<file path="src/rtl/pbr_pkg.sv">
package pbr_pkg;
  typedef enum logic [1:0] {
    ST_IDLE,
    ST_RD,
    ST_WR
  } req_st_e;

  localparam int WIN_WADDR = 0;
  localparam int WIN_RADDR = 1;
  localparam int WIN_DATA  = 2;
  localparam int NUM_WIN   = 3;
endpackage

</file>
<file path="src/rtl/pbr_pair_asm.sv">
// High/low byte pair assembler with a phase toggle.
module pbr_pair_asm #(
  parameter int BW = 8
) (
  input  logic          clk_i,
  input  logic          rst_ni,
  input  logic          clr_i,
  input  logic          step_i,
  input  logic [BW-1:0] byte_i,
  output logic [BW-1:0] hi_o,
  output logic          done_o
);
  logic          phase_q;
  logic          phase_eff;
  logic [BW-1:0] hi_q;

  // a transfer start in the same cycle wins over the stored phase
  assign phase_eff = clr_i ? 1'b0 : phase_q;
  assign done_o    = step_i & phase_eff;
  assign hi_o      = hi_q;

  always_ff @(posedge clk_i or negedge rst_ni) begin
    if (!rst_ni) begin
      phase_q <= 1'b0;
      hi_q    <= '0;
    end else begin
      phase_q <= step_i ? ~phase_eff : phase_eff;
      if (step_i && !phase_eff) hi_q <= byte_i;
    end
  end
endmodule

</file>
<file path="src/rtl/pbr_req_ctrl.sv">
// Request/acknowledge sequencer towards the processor.
module pbr_req_ctrl
  import pbr_pkg::*;
#(
  parameter int AW = 16,
  parameter int DW = 16
) (
  input  logic          clk_i,
  input  logic          rst_ni,
  input  logic          rd_go_i,
  input  logic          wr_go_i,
  input  logic [AW-1:0] addr_i,
  input  logic [DW-1:0] wdata_i,
  input  logic          pack_i,
  input  logic [DW-1:0] prdata_i,
  output logic          preq_o,
  output logic          pwe_o,
  output logic [AW-1:0] paddr_o,
  output logic [DW-1:0] pwdata_o,
  output logic          busy_o,
  output logic          rd_done_o,
  output logic [DW-1:0] rd_data_o
);
  req_st_e       st_q;
  logic [AW-1:0] addr_q;
  logic [DW-1:0] wdata_q;

  always_ff @(posedge clk_i or negedge rst_ni) begin
    if (!rst_ni) begin
      st_q    <= ST_IDLE;
      addr_q  <= '0;
      wdata_q <= '0;
    end else begin
      unique case (st_q)
        ST_IDLE: begin
          if (wr_go_i) begin
            st_q    <= ST_WR;
            addr_q  <= addr_i;
            wdata_q <= wdata_i;
          end else if (rd_go_i) begin
            st_q   <= ST_RD;
            addr_q <= addr_i;
          end
        end
        ST_RD, ST_WR: if (pack_i) st_q <= ST_IDLE;
        default: st_q <= ST_IDLE;
      endcase
    end
  end

  assign preq_o    = (st_q != ST_IDLE);
  assign pwe_o     = (st_q == ST_WR);
  assign paddr_o   = addr_q;
  assign pwdata_o  = wdata_q;
  assign busy_o    = preq_o;
  assign rd_done_o = (st_q == ST_RD) && pack_i;
  assign rd_data_o = prdata_i;
endmodule

</file>
<file path="src/rtl/pbr_bridge.sv">
module pbr_bridge
  import pbr_pkg::*;
#(
  parameter int          BW        = 8,
  parameter logic [7:0]  SUB_WADDR = 8'h20,
  parameter logic [7:0]  SUB_RADDR = 8'h21,
  parameter logic [7:0]  SUB_DATA  = 8'h22,
  parameter logic [7:0]  SUB_STAT  = 8'h23
) (
  input  logic            clk_i,
  input  logic            rst_ni,
  input  logic            xfer_start_i,
  input  logic            wr_stb_i,
  input  logic            rd_stb_i,
  input  logic [7:0]      sub_addr_i,
  input  logic [BW-1:0]   wdata_i,
  output logic [BW-1:0]   rdata_o,
  output logic            hold_o,
  output logic            preq_o,
  output logic            pwe_o,
  output logic [2*BW-1:0] paddr_o,
  output logic [2*BW-1:0] pwdata_o,
  input  logic            pack_i,
  input  logic [2*BW-1:0] prdata_i
);
  localparam int WW = 2 * BW;
  localparam logic [8*NUM_WIN-1:0] SUB_VEC = {SUB_DATA, SUB_RADDR, SUB_WADDR};

  logic [NUM_WIN-1:0] hit;
  logic [NUM_WIN-1:0] step_w;
  logic [NUM_WIN-1:0] done_w;
  logic [BW-1:0]      hi_w [NUM_WIN];

  logic          busy;
  logic          hit_stat;
  logic          any_win_acc;
  logic          viol;
  logic          rd_go, wr_go;
  logic          rd_done;
  logic [WW-1:0] rd_data;
  logic [WW-1:0] req_addr;
  logic [WW-1:0] req_wdata;
  logic [WW-1:0] wa_q;
  logic [WW-1:0] rb_q;
  logic          armed_q;
  logic          err_q;
  logic [BW-1:0] rdata_q;
  logic [BW-1:0] rd_byte;

  assign hit_stat = (sub_addr_i == SUB_STAT);

  for (genvar w = 0; w < NUM_WIN; w++) begin : g_win
    assign hit[w] = (sub_addr_i == SUB_VEC[8*w +: 8]);

    if (w == WIN_DATA) begin : g_rw
      assign step_w[w] = (wr_stb_i | rd_stb_i) & hit[w] & ~busy;
    end else begin : g_wo
      assign step_w[w] = wr_stb_i & hit[w] & ~busy;
    end

    pbr_pair_asm #(.BW(BW)) u_pair (
      .clk_i  (clk_i),
      .rst_ni (rst_ni),
      .clr_i  (xfer_start_i),
      .step_i (step_w[w]),
      .byte_i (wdata_i),
      .hi_o   (hi_w[w]),
      .done_o (done_w[w])
    );
  end

  assign any_win_acc = (wr_stb_i | rd_stb_i) & (|hit);
  assign viol        = any_win_acc & busy;

  assign rd_go     = done_w[WIN_RADDR];
  assign wr_go     = done_w[WIN_DATA] & wr_stb_i & armed_q;
  assign req_addr  = rd_go ? {hi_w[WIN_RADDR], wdata_i} : wa_q;
  assign req_wdata = {hi_w[WIN_DATA], wdata_i};

  pbr_req_ctrl #(.AW(WW), .DW(WW)) u_req (
    .clk_i     (clk_i),
    .rst_ni    (rst_ni),
    .rd_go_i   (rd_go),
    .wr_go_i   (wr_go),
    .addr_i    (req_addr),
    .wdata_i   (req_wdata),
    .pack_i    (pack_i),
    .prdata_i  (prdata_i),
    .preq_o    (preq_o),
    .pwe_o     (pwe_o),
    .paddr_o   (paddr_o),
    .pwdata_o  (pwdata_o),
    .busy_o    (busy),
    .rd_done_o (rd_done),
    .rd_data_o (rd_data)
  );

  always_comb begin
    rd_byte = '0;
    if (hit_stat) begin
      rd_byte = {{(BW-2){1'b0}}, err_q, busy};
    end else if (hit[WIN_DATA]) begin
      if (busy) rd_byte = rdata_q;
      else      rd_byte = done_w[WIN_DATA] ? rb_q[BW-1:0] : rb_q[WW-1:BW];
    end
  end

  always_ff @(posedge clk_i or negedge rst_ni) begin
    if (!rst_ni) begin
      wa_q    <= '0;
      armed_q <= 1'b0;
      rb_q    <= '0;
      err_q   <= 1'b0;
      rdata_q <= '0;
    end else begin
      if (done_w[WIN_WADDR]) begin
        wa_q    <= {hi_w[WIN_WADDR], wdata_i};
        armed_q <= 1'b1;
      end else if (wr_go) begin
        armed_q <= 1'b0;
      end
      if (rd_done) rb_q <= rd_data;
      if (viol) err_q <= 1'b1;
      else if (rd_stb_i && hit_stat) err_q <= 1'b0;
      if (rd_stb_i) rdata_q <= rd_byte;
    end
  end

  assign rdata_o = rdata_q;
  assign hold_o  = busy;
endmodule

</file>
<file path="config.mk">
export PLATFORM = sky130hd
export DESIGN_NAME = pbr_bridge
export DESIGN_NICKNAME = d
export VERILOG_FILES = /design/src/rtl/pbr_pkg.sv /design/src/rtl/pbr_pair_asm.sv /design/src/rtl/pbr_req_ctrl.sv /design/src/rtl/pbr_bridge.sv
export SDC_FILE = /design/constraint.sdc
export NUM_CORES = 1
export LEC_CHECK = 0
export BUFFER_PORTS_ARGS = -buffer_cell sky130_fd_sc_hd__buf_2
export CELL_PAD_IN_SITES_DETAIL_PLACEMENT = 1
export CELL_PAD_IN_SITES_GLOBAL_PLACEMENT = 2
export CORE_AREA = 4 4 114 116
export DETAILED_ROUTE_END_ITERATION = 8
export DIE_AREA = 0 0 118 120
export PLACE_DENSITY_LB_ADDON = 0.1
export SYNTH_ARGS = -nofsm -noshare
export SYNTH_HDL_FRONTEND = slang
export SYNTH_SLANG_ARGS = --single-unit
</file>
<file path="constraint.sdc">
create_clock -name clk_i -period 2.6 [get_ports clk_i]
set_input_delay 0.13 -clock clk_i [delete_from_list [all_inputs] [get_ports clk_i]]
set_output_delay 0.13 -clock clk_i [all_outputs]
set_load 0.01 [all_outputs]
</file>
# --- Word-level counts from Yosys, hierarchy flattened ---
# Index checks and enable logic that the tools add are counted.
op_classes:
  n_eq_ne: 9
  bitwise_logic: 18
  mux: 21
  reduce_logical: 19
ops:
  columns: ["cell", "count"]
  rows:
  - ["two-way mux 16 bit", 3]
  - ["equality test 8 x 6 -> 1 bit (second input constant)", 4]
  - ["two-way mux 8 bit", 4]
  - ["bitwise AND 1 bit", 13]
  - ["two-way mux 1 bit", 10]
  - ["AND reduction 2 bit", 4]
  - ["nonzero test 2 bit", 4]
  - ["two-way mux 2 bit", 3]
  - ["inequality test 3 x 2 -> 1 bit (second input constant)", 2]
  - ["logical AND 1 bit", 5]
  - ["inverter 1 bit", 4]
  - ["case mux 2 bit (2 select lines)", 1]
  - ["logical NOT 1 bit", 3]
  - ["OR reduction 3 bit", 1]
  - ["equality test 2 x 1 -> 1 bit (second input constant)", 1]
  - ["equality test 2 bit (second input constant)", 1]
  - ["logical NOT 2 bit", 1]
  - ["inequality test 2 bit (second input constant)", 1]
  - ["OR reduction 2 bit", 1]
  - ["OR 1 bit", 1]
word_totals:
  regBits: 103
  output_inout_bits: 43

# --- Logic depth before layout (Yosys ltp) ---
depth:
  depth_word: 8
  depth_mapped: 10

# --- Cells and area by module ---
# Synthesis repeated with hierarchy kept, for this count alone.
unflattened:
  hier_cells: 325
  area_unflattened_um2: 4787.1
by_module_without_submodules:
  columns: ["mod", "area_per_inst_um2", "instances", "seq_area_each_um2", "cells_per_inst"]
  rows:
  - ["pbr_bridge", 2050.7, 1, 1051.0, 155]
  - ["pbr_req_ctrl", 1542.7, 1, 850.8, 101]
  - ["pbr_pair_asm", 397.9, 3, 225.2, 23]

# --- Least setup slack after synthesis ---
# No wires, ideal clock.
synth_path:
  path_type: "register to register"
  startpoint: "register u_req.st_q[1]"
  endpoint: "register u_req.addr_q[7], in the netlist u_req.paddr_o[7]"
  arrival_time_ns: 2.297
  required_time_ns: 2.475
  slack_ns: 0.178
  path_stages_with_launch: 11
  cell_sequence: "dfrtp_1 -> inv_1 -> ha_1 -> buf_6 -> nand2_1 -> nor4b_1 -> ha_1 -> buf_6 -> buf_2 -> mux2_2 -> mux2_4"
synth_between:
  elab_chain_len: 8
  word_cells_on_any_way: 14
synth_lines:
  columns: ["element", "line_no", "source"]
  rows:
  - ["from (decl)", "pbr_req_ctrl.sv:24", "req_st_e st_q;"]
  - ["from (signal assigned)", "pbr_req_ctrl.sv:30", "st_q <= ST_IDLE;"]
  - ["from (signal assigned)", "pbr_req_ctrl.sv:37", "st_q <= ST_WR;"]
  - ["from (signal assigned)", "pbr_req_ctrl.sv:41", "st_q <= ST_RD;"]
  - ["nonzero test 2 bit", "pbr_req_ctrl.sv:51", "assign preq_o = (st_q != ST_IDLE);"]
  - ["inverter 1 bit", "pbr_bridge.sv:56, pbr_bridge.sv:58", null]
  - ["bitwise AND 1 bit", "pbr_bridge.sv:56", "assign step_w[w] = (wr_stb_i | rd_stb_i) & hit[w] & ~busy;"]
  - ["bitwise AND 1 bit", "pbr_pair_asm.sv:19", "assign done_o = step_i & phase_eff;"]
  - ["bitwise AND 1 bit (2 in a row)", "pbr_bridge.sv:76", "assign wr_go = done_w[WIN_DATA] & wr_stb_i & armed_q;"]
  - ["nonzero test 2 bit (no line)", null, null]
  - ["AND reduction 2 bit (no line)", null, null]
  - ["to (signal assigned)", "pbr_req_ctrl.sv:38", "addr_q <= addr_i;"]
  - ["to (signal assigned)", "pbr_req_ctrl.sv:42", "addr_q <= addr_i;"]
  - ["to (decl)", "pbr_req_ctrl.sv:25", "logic [AW-1:0] addr_q;"]
# Several ways; a longest one is shown, not always the timed one. The select of a mux whose other input is x is not followed.
# A chain may end at the register's enable or synchronous reset.

# --- Final worst setup path ---
layout_path:
  startpoint: "register u_req.st_q[1]"
  endpoint: "register u_req.addr_q[14], in the netlist u_req.paddr_o[14]"
# The elaborated chain is that of the path after synthesis.

==> impl_metrics.env <==
export IMPL_critPathLaunchType="flop"
export IMPL_regArea_um2=2580
export IMPL_grt_usage_pct=15.1
export IMPL_gr_total_overflow=0
export IMPL_yosys_area_top_type_share_pct=56.6
export IMPL_fin_crit_sh_pct=92.8
export IMPL_fp_row_count=40
export IMPL_ios=81
export IMPL_synth_warnings=0
export IMPL_yosys_cell_types_count=39
export IMPL_power_density_nw_per_um2=572
export IMPL_p_leak_uw=0.00299
export IMPL_drtPass1Iterations=4
export IMPL_tightest_slew_ns=0.767
export IMPL_synth_seq_cells=103
export IMPL_setup_viol=0
export IMPL_grt_max_degree=56
export IMPL_n_antenna_cell=0
export IMPL_drive_above_1_share_pct=56.6
export IMPL_setup_ws_ns=0.186
export IMPL_nNetsFinal=443
export IMPL_end_kind="flop"
export IMPL_path_max_fanout=8
export IMPL_fp_dieW_um=118
export IMPL_avgSynthCellArea_um2=15.0
export IMPL_die_y_um=120
export IMPL_cts_max_level=3
export IMPL_syn_num_nets=351
export IMPL_cp_data_arrival_time_ns=2.65
export IMPL_fin_crit_ns=2.41
export IMPL_final_hold_violation_count=0
export IMPL_tritoncts="yes"
export IMPL_layout_commonest_cell="dfrtp_1"
export IMPL_max_cap_viol_count=0
export IMPL_coreArea_um2=11900
export IMPL_final_max_slew_viol_count=0
export IMPL_drtIter0Drc=126
export IMPL_vias_per_cell=5.07
export IMPL_maxClockFrequency_mhz=414
export IMPL_antenna_left=0
export IMPL_relSlewSlack_pct=48.8
export IMPL_async_reset_ff_share_pct=100
export IMPL_cts_root_buf="clkbuf_16"
export IMPL_mostFrequentLayoutCells="103 x dfrtp_1, 91 x mux2_2, 79 x buf_2, 20 x mux2_4, 12 x buf_4"
export IMPL_routed_via_count=2779
export IMPL_io_buffers=80
export IMPL_status="complete, no violations"
export IMPL_hpwl_um=7030
export IMPL_required_ns=2.83
export IMPL_grt_setup_unrepaired="false"
export IMPL_dp_worst_setup_slack_ns=0.0228
export IMPL_hp_class="primary input to flop"
export IMPL_clk_pin_slew_worst_paths_ns=0.07
export IMPL_cts_num_sinks=103
export IMPL_grt_pass1_wl_um=16700
export IMPL_start_util_pct=38.2
export IMPL_setup_tns_ns=0
export IMPL_wirelength_um=10100
export IMPL_drc=0
export IMPL_syn_inst=304
export IMPL_wl_per_cell_um=18.5
export IMPL_syn_area_um2=4550
export IMPL_numCtsBuffers=9
export IMPL_crit_type="flop to flop"
export IMPL_area_growth_pct=21.2
export IMPL_holdWs_ns=0.0158
export IMPL_finClkSkew_ns=0.00629
export IMPL_antenna_found_initial=0
export IMPL_die_area_um2=14200
export IMPL_yosysTopAreaCell="dfrtp_1"
export IMPL_grt_pass1_vias=3022
export IMPL_gp_congestion=0.705
export IMPL_fill_cells=1216
export IMPL_synth_edf_count=0
export IMPL_ir_drop_v=0.000344
export IMPL_clk_path_buf_depth=2
export IMPL_ys_top_cells_by_area="dfrtp_1 57%, mux2_2 22%, mux2_4 6.6%"
export IMPL_multi_input_area_um2=1840
export IMPL_ys_seq_area_share_pct=56.6
export IMPL_worstSkewPairLatency_ns=0.35
export IMPL_ys_flop_type="dfrtp_1"
[where the power goes]
group | switching, uW | total [uW] | leakage [uW] | internal (uW)
combinational | 75.2 | 126 | 0.00141 | 51.0
clock | 614 | 1400 | 0.000152 | 784
sequential | 10.4 | 1630 | 0.00143 | 1620
[synth_stat cells (2+ instances only)]
master,n
a22oi_1,6
buf_2,5
nand2b_1,5
dfrtp_1,103
nand3_1,2
ha_1,9
inv_1,11
nor4b_1,2
mux2_4,20
o2bb2ai_1,7
nor2_1,2
nand2_1,6
buf_6,3
o22ai_1,2
a21oi_1,4
clkbuf_1,4
mux2_2,91
[through the flow]
step	utilization (%)	total power (uW)	area, um^2	std cells
finish	46.3	3160	5520	548
global route	46.3	3300	5520	548
CTS	46.0	3220	5470	545
detailed placement	43.2	1790	5150	527
global placement	43.2	1790	5150	527
floorplan	-	1700	4550	304
[registers in the layout, indices dropped and copies added, names as in the netlist]
name	flops
g_win.u_pair.hi_o	24
rb_q	16
u_req.st_q	2
rdata_o	8
armed_q	1
u_req.pwdata_o	16
wa_q	16
err_q	1
u_req.paddr_o	16
g_win.u_pair.phase_q	3
[layout make-up]
type                            count  share of cell area (%)
Tap cell                          147                    3.33
Timing Repair Buffer               96                    10.2
Clock buffer                       11                    4.40
Sequential cell                   103                    46.7
Clock inverter                      5                    1.16
Multi-Input combinational cell    173                    33.3
Inverter                           13                   0.884
[repair_timing]
item,4_1_cts,5_1_grt
hold buffers,2,0
endpoints found under the setup margin,0,23
resized for setup,0,2
endpoints found under the hold margin,54,0
buffers inserted,0,3
[worst paths after layout]
kind	slack (ns)	from	cells after the start	end
setup reg to reg	0.19	u_req.st_q[1]	8	u_req.paddr_o[14]
min in group asynchronous	0.39	rst_ni	2	rb_q[4]
hold / removal	0.02	prdata_i[5]	2	rb_q[5]
setup / recovery	0.19	u_req.st_q[1]	8	u_req.paddr_o[14]
max in group asynchronous	1.53	rst_ni	3	rb_q[3]
hold reg to reg	0.50	g_win[0].u_pair.hi_o[6]	1	wa_q[14]
[per-layer routing]
layer / track usage, % / vias to the layer above / routed length (um)
li1: - / 1261 / -
met1: 18.8 / 1445 / 4500
met2: 25.7 / 64 / 5060
met3: 4.57 / 9 / 480
met4: 4.18 / 0 / 84
met5: 0 / - / 0
[kinds of logic (layout without fill, tap and decap cells)]
| logic type | count (synthesis) | count (layout) | synth area share (%) |
|---|---|---|---|
| and+or+nand+nor | 24 | 24 | 3.52 |
| muxes | 112 | 112 | 29.3 |
| DFF | 103 | 103 | 56.6 |
| buffers and inverters | 28 | 125 | 3.30 |
| AOI/OAI and AO/OA | 28 | 28 | 4.81 |
| adders and majority gates | 9 | 9 | 2.47 |
[worst max-delay path, stage by stage (launching register included)]
cell     delay, ns
dfrtp_1       0.40
inv_1         0.11
ha_1          0.23
nand2_1       0.08
nor4b_2       0.29
ha_1          0.34
buf_4         0.23
mux2_2        0.35
mux2_4        0.27
Power figures use the tool's default switching activity.
